`src/rtl/uart_tx_fc_pkg.sv`:
```
package uart_tx_fc_pkg;
    typedef enum logic [2:0] {
        ST_IDLE   = 3'd0,
        ST_START  = 3'd1,
        ST_DATA   = 3'd2,
        ST_PARITY = 3'd3,
        ST_STOP   = 3'd4
    } tx_state_t;
endpackage

```
`src/rtl/tx_hold_buf.sv`:
```
module tx_hold_buf #(
    parameter int DW = 7
) (
    input  logic          clk,
    input  logic          rst_n,
    input  logic          wr_en,
    input  logic [DW-1:0] wr_data,
    input  logic          take,
    output logic          full,
    output logic [DW-1:0] data,
    output logic          ovf
);
    logic accept;

    // A write on the same edge as a take refills the freed slot.
    assign accept = wr_en && (!full || take);

    always_ff @(posedge clk) begin
        if (!rst_n) begin
            full <= 1'b0;
            data <= '0;
            ovf  <= 1'b0;
        end else begin
            if (accept) begin
                data <= wr_data;
            end
            full <= accept || (full && !take);
            if (wr_en && !accept) begin
                ovf <= 1'b1;
            end
        end
    end
endmodule

```
`src/rtl/tx_bit_timer.sv`:
```
module tx_bit_timer #(
    parameter int TICKS = 16
) (
    input  logic clk,
    input  logic rst_n,
    input  logic clear,
    input  logic baud_tick,
    output logic bit_done
);
    localparam int CW = (TICKS > 1) ? $clog2(TICKS) : 1;
    localparam logic [CW-1:0] LAST = CW'(TICKS - 1);

    logic [CW-1:0] cnt;

    assign bit_done = baud_tick && (cnt == LAST);

    always_ff @(posedge clk) begin
        if (!rst_n || clear) begin
            cnt <= '0;
        end else if (baud_tick) begin
            cnt <= bit_done ? '0 : cnt + 1'b1;
        end
    end
endmodule

```
`src/rtl/tx_parity_gen.sv`:
```
module tx_parity_gen #(
    parameter int DW = 7
) (
    input  logic [DW-1:0] data,
    input  logic          odd,
    output logic          par
);
    assign par = (^data) ^ odd;
endmodule

```
`src/rtl/uart_tx_fc.sv`:
```
module uart_tx_fc #(
    parameter int DATA_BITS     = 7,
    parameter int TICKS_PER_BIT = 16
) (
    input  logic                 clk,
    input  logic                 rst_n,
    input  logic                 wr_en,
    input  logic [DATA_BITS-1:0] wr_data,
    input  logic                 par_odd,
    input  logic                 irq_en,
    input  logic                 baud_tick,
    input  logic                 cts,
    input  logic                 pause,
    output logic                 txd,
    output logic                 tbe,
    output logic                 irq,
    output logic                 wr_ovf
);
    import uart_tx_fc_pkg::*;

    localparam int IW = (DATA_BITS > 1) ? $clog2(DATA_BITS) : 1;
    localparam logic [IW-1:0] LAST_BIT = IW'(DATA_BITS - 1);

    tx_state_t            state_q, state_d;
    logic [IW-1:0]        bit_idx_q;
    logic [DATA_BITS:0]   shreg_q;
    logic                 hold_full;
    logic [DATA_BITS-1:0] hold_data;
    logic                 launch;
    logic                 bit_done;
    logic                 par_bit;

    assign launch = (state_q == ST_IDLE) && hold_full && cts && !pause;

    tx_hold_buf #(.DW(DATA_BITS)) u_hold (
        .clk     (clk),
        .rst_n   (rst_n),
        .wr_en   (wr_en),
        .wr_data (wr_data),
        .take    (launch),
        .full    (hold_full),
        .data    (hold_data),
        .ovf     (wr_ovf)
    );

    tx_bit_timer #(.TICKS(TICKS_PER_BIT)) u_timer (
        .clk       (clk),
        .rst_n     (rst_n),
        .clear     (state_q == ST_IDLE),
        .baud_tick (baud_tick),
        .bit_done  (bit_done)
    );

    tx_parity_gen #(.DW(DATA_BITS)) u_par (
        .data (hold_data),
        .odd  (par_odd),
        .par  (par_bit)
    );

    always_comb begin
        state_d = state_q;
        unique case (state_q)
            ST_IDLE:   if (launch)   state_d = ST_START;
            ST_START:  if (bit_done) state_d = ST_DATA;
            ST_DATA:   if (bit_done && bit_idx_q == LAST_BIT) state_d = ST_PARITY;
            ST_PARITY: if (bit_done) state_d = ST_STOP;
            ST_STOP:   if (bit_done) state_d = ST_IDLE;
            default:   state_d = ST_IDLE;
        endcase
    end

    // State register with the shift datapath it steps.
    always_ff @(posedge clk) begin
        if (!rst_n) begin
            state_q   <= ST_IDLE;
            bit_idx_q <= '0;
            shreg_q   <= '1;
        end else begin
            state_q <= state_d;
            if (launch) begin
                shreg_q   <= {par_bit, hold_data};
                bit_idx_q <= '0;
            end else if (state_q == ST_DATA && bit_done) begin
                shreg_q   <= {1'b1, shreg_q[DATA_BITS:1]};
                bit_idx_q <= bit_idx_q + 1'b1;
            end
        end
    end

    // After the last data shift the parity bit sits in bit 0.
    always_comb begin
        unique case (state_q)
            ST_IDLE:   txd = 1'b1;
            ST_START:  txd = 1'b0;
            ST_DATA:   txd = shreg_q[0];
            ST_PARITY: txd = shreg_q[0];
            ST_STOP:   txd = 1'b1;
            default:   txd = 1'b1;
        endcase
        tbe = !hold_full;
        irq = !hold_full && irq_en;
    end
endmodule

```
`config.mk`:
```
export PLATFORM = sky130hd
export DESIGN_NAME = uart_tx_fc
export DESIGN_NICKNAME = d
export VERILOG_FILES = /design/src/rtl/uart_tx_fc_pkg.sv /design/src/rtl/tx_hold_buf.sv /design/src/rtl/tx_bit_timer.sv /design/src/rtl/tx_parity_gen.sv /design/src/rtl/uart_tx_fc.sv
export SDC_FILE = /design/constraint.sdc
export NUM_CORES = 1
export LEC_CHECK = 0
export ABC_AREA = 1
export CORE_MARGIN = 5
export CORE_UTILIZATION = 41
export CTS_CLUSTER_DIAMETER = 30
export DETAILED_ROUTE_END_ITERATION = 7
export GPL_ROUTABILITY_DRIVEN = 0
export REMOVE_ABC_BUFFERS = 1
export SETUP_SLACK_MARGIN = 0.4
export SYNTH_ARGS = -nofsm -noshare
export SYNTH_HDL_FRONTEND = slang
export SYNTH_SLANG_ARGS = --single-unit
```
`constraint.sdc`:
```
create_clock -name clk -period 1.6 [get_ports clk]
set_clock_uncertainty 0.1 [all_clocks]
set_input_delay 0.16 -clock clk [delete_from_list [all_inputs] [get_ports clk]]
set_output_delay 0.16 -clock clk [all_outputs]
set_load 0.03 [all_outputs]
```
==> reports/qor.yml <==
outcome: "finished, final reports clean"
drive_above_1_share_pct: 28.1
die_y_microns: 70.5
syn_to_final_growth_pct: 40.3
cts_made_buffers: 3
syn_avg_cell_area_sq_um: 6.72
fmax_ghz: 0.739
die_w_microns: 70.5
wl_per_cell_microns: 9.86
max-cap-violations: 0
hold_buffers: 0
final_antenna_net_count: 0
synth.distinct_cells: 24
drtIter0Drc: 49
switching_power_uw: 771
tns_ns: 0
wirelength_mm: 3.07
syn_area_sq_um: 1500
vias_per_cell: 4.63
whs_ns: 0.274
fin_area_sq_um: 2100
arrival_ns: 1.42
period_minus_slack_ns: 1.35
yosys.area.top_type_share_pct: 36.1
cp_slowest_stage_delay_ns: 0.37
yosysMostFrequentCell: "nand2_1"
min_path_cells: 4
track_usage_pct: 12.9
dp_slack_ns: 0.00898
start_kind: "flop"
port_buffers: 18
crit_top_cell: "nand2_1"
clk_pin_slew_ns: 0.09
ctsHtreeMaxLevel: 1
clkSinkCount: 27
fin_util_pct: 58.3
std_cell_rows: 22
drc: 0
grt_pass1_vias: 1335
cts_tree: "built"
clkLatencyLatePin_ns: 0.27
synth.area.top_cells: "dfxtp_1, nand2_1, nor2_1"
clock_path_buffers: 2
grt_max_degree: 15
maxSlewHeadroom_pct: 71.2
hp-class: "in -> reg"
reg2reg_slack_ns: 0.25
cp-end-kind: "flop"
ys_seq_elements: 27
power_leakage_nw: 1.02
final_max_slew_viol_count: 0
first_pass_iters: 4
async_flop_share_pct: 0
combPwrFrac_pct: 43.0
clockPowerShare_pct: 17.8
worstMarginPinSlew_ns: 0.430
ir_drop_mv: 0.657
worstPathRequired_ns: 1.67
coreArea_sq_um: 3610
root_buffer: "clkbuf_8"
finalNetCount: 282
rsz0062_at_grt: "yes"
fill_cells: 337
dp_hpwl_mm: 2.19
initial_utilization_pct: 41.6
slowest_stage: "dfxtp_4"
ioPinCount: 19
worst-path-stages: 11
power.density_nw_per_um2: 1010
yosys.area.top_type: "dfxtp_1"
hold_violations: 0
reg2regPathDepth: 11
placed_area_sq_um: 1790
grt_pass1_wl_mm: 5.38
setup_viol: 0
globalRouteOverflowTotal: 0
crit_fanout: 6
yosysWarnings: 0
period_share_pct: 84.6
ys_seq_area_share_pct: 36.1
path_cells: "inv_2, buf_6, nand2_4, nor2_4, nand2_1, nand2_1, nand2_1, nand2_2, nand2_1, nand2_1, nor2_1"
path_class: "reg -> reg"
fin_total_pwr_mw: 2.13
dieArea_sq_um: 4970
p_int_mw: 1.36
syn_inst: 223
swShare_pct: 36.3
antenna_cells: 0
synth_edf_count: 0
fin_cells: 311
path_delay_family: "simple AND/OR/NAND/NOR gates"
path_buf_inv: 2
vias: 1441
placed_cells: 296
antenna_found_initial: 0
synth.top_cells.by_count: "nand2_1, nor2_1, dfxtp_1"
synth_ff_type: "dfxtp_1"
seqPwrFrac_pct: 39.2
setup_ws_ns: 0.246
-- power by group through the flow --
stage | combinational [mW] | clock (mW) | sequential, mW
2_1_floorplan | 0.442 | 0 | 0.809
3_5_place_dp | 0.621 | 0 | 0.818
6_report | 0.913 | 0.379 | 0.833
4_1_cts | 0.798 | 0.405 | 0.828
3_3_place_gp | 0.620 | 0 | 0.817
5_1_grt | 1.01 | 0.439 | 0.846
-- what timing repair did --
action | CTS | global route
gates resized for setup | 44 | 31
buffers inserted | 4 | 6
endpoints found under the setup margin | 26 | 26
pin swaps | 9 | 8
gates cloned | 1 | 0
-- sequential cells by signal, indices dropped and copies added (netlist names) --
name	count
shreg_q	8
state_q	3
bit_idx_q	3
u_hold.full	1
u_timer.cnt	4
u_hold.data	7
u_hold.ovf	1
-- final timing paths --
kind | from | to
setup / recovery | state_q[0]$_SDFFE_PN0P_ | state_q[0]$_SDFFE_PN0P_
hold / removal | baud_tick | u_timer.cnt[1]$_SDFFE_PP0P_
setup reg to reg | state_q[0]$_SDFFE_PN0P_ | state_q[0]$_SDFFE_PN0P_
hold reg to reg | u_hold.ovf$_SDFFE_PN0P_ | u_hold.ovf$_SDFFE_PN0P_
-- kinds of logic (layout without fill, tap and decap cells) --
logic type,count (synthesis),after routing,share of synthesized area [%]
AOI/OAI and AO/OA,26,26,11.5
muxes,1,1,0.668
and+or+nand+nor,129,130,37.1
DFF,27,27,36.1
adders and majority gates,3,3,2.50
buffers and inverters,36,75,11.5
xor gates and xnor gates,1,1,0.584
-- routing by layer --
| metal | share of wire, % | wire (microns) | vias to the layer above | global-route usage (%) |
|---|---|---|---|---|
| li1 | - | - | 781 | - |
| met1 | 43 | 1320 | 637 | 13.9 |
| met2 | 53 | 1630 | 23 | 25.2 |
| met3 | 3.9 | 119 | 0 | 3.60 |
| met4 | 0 | 0 | 0 | 1.28 |
| met5 | 0 | 0 | - | 0 |
-- placed cells by master (no fill, tap or decap), types with 3 or more instances in the layout --
master,Yosys,layout
o21ai_0,11,3
buf_6,3,4
nor2_1,32,30
o21ai_1,0,6
dfxtp_2,0,3
nand3_1,18,14
nand2_1,65,63
clkbuf_8,0,3
inv_1,26,23
inv_2,2,3
clkdlybuf4s50_1,0,13
nor3_1,3,3
nand2_8,0,3
o211ai_2,3,3
a21oi_2,0,3
nor2_4,1,4
nand3_2,1,4
a21oi_1,6,3
o211ai_1,4,4
buf_4,0,19
dfxtp_1,27,20
nand2_4,2,5
dfxtp_4,0,4
-- tightest hold or removal path, delay by kind of cell --
family        cells  cell delay [ns]
mux               1             0.07
buf+inv           2             0.30
simple gates      1             0.08
-- layout make-up --
type | count | area [sq um] | area share, %
Tap cell | 48 | 60.1 | 2.86
Inverter | 31 | 146 | 6.96
Timing Repair Buffer | 40 | 360 | 17.1
Sequential cell | 27 | 559 | 26.6
Clock buffer | 4 | 45.0 | 2.14
Multi-Input combinational cell | 161 | 932 | 44.3
Note: power is estimated with default switching activity, not from simulation.
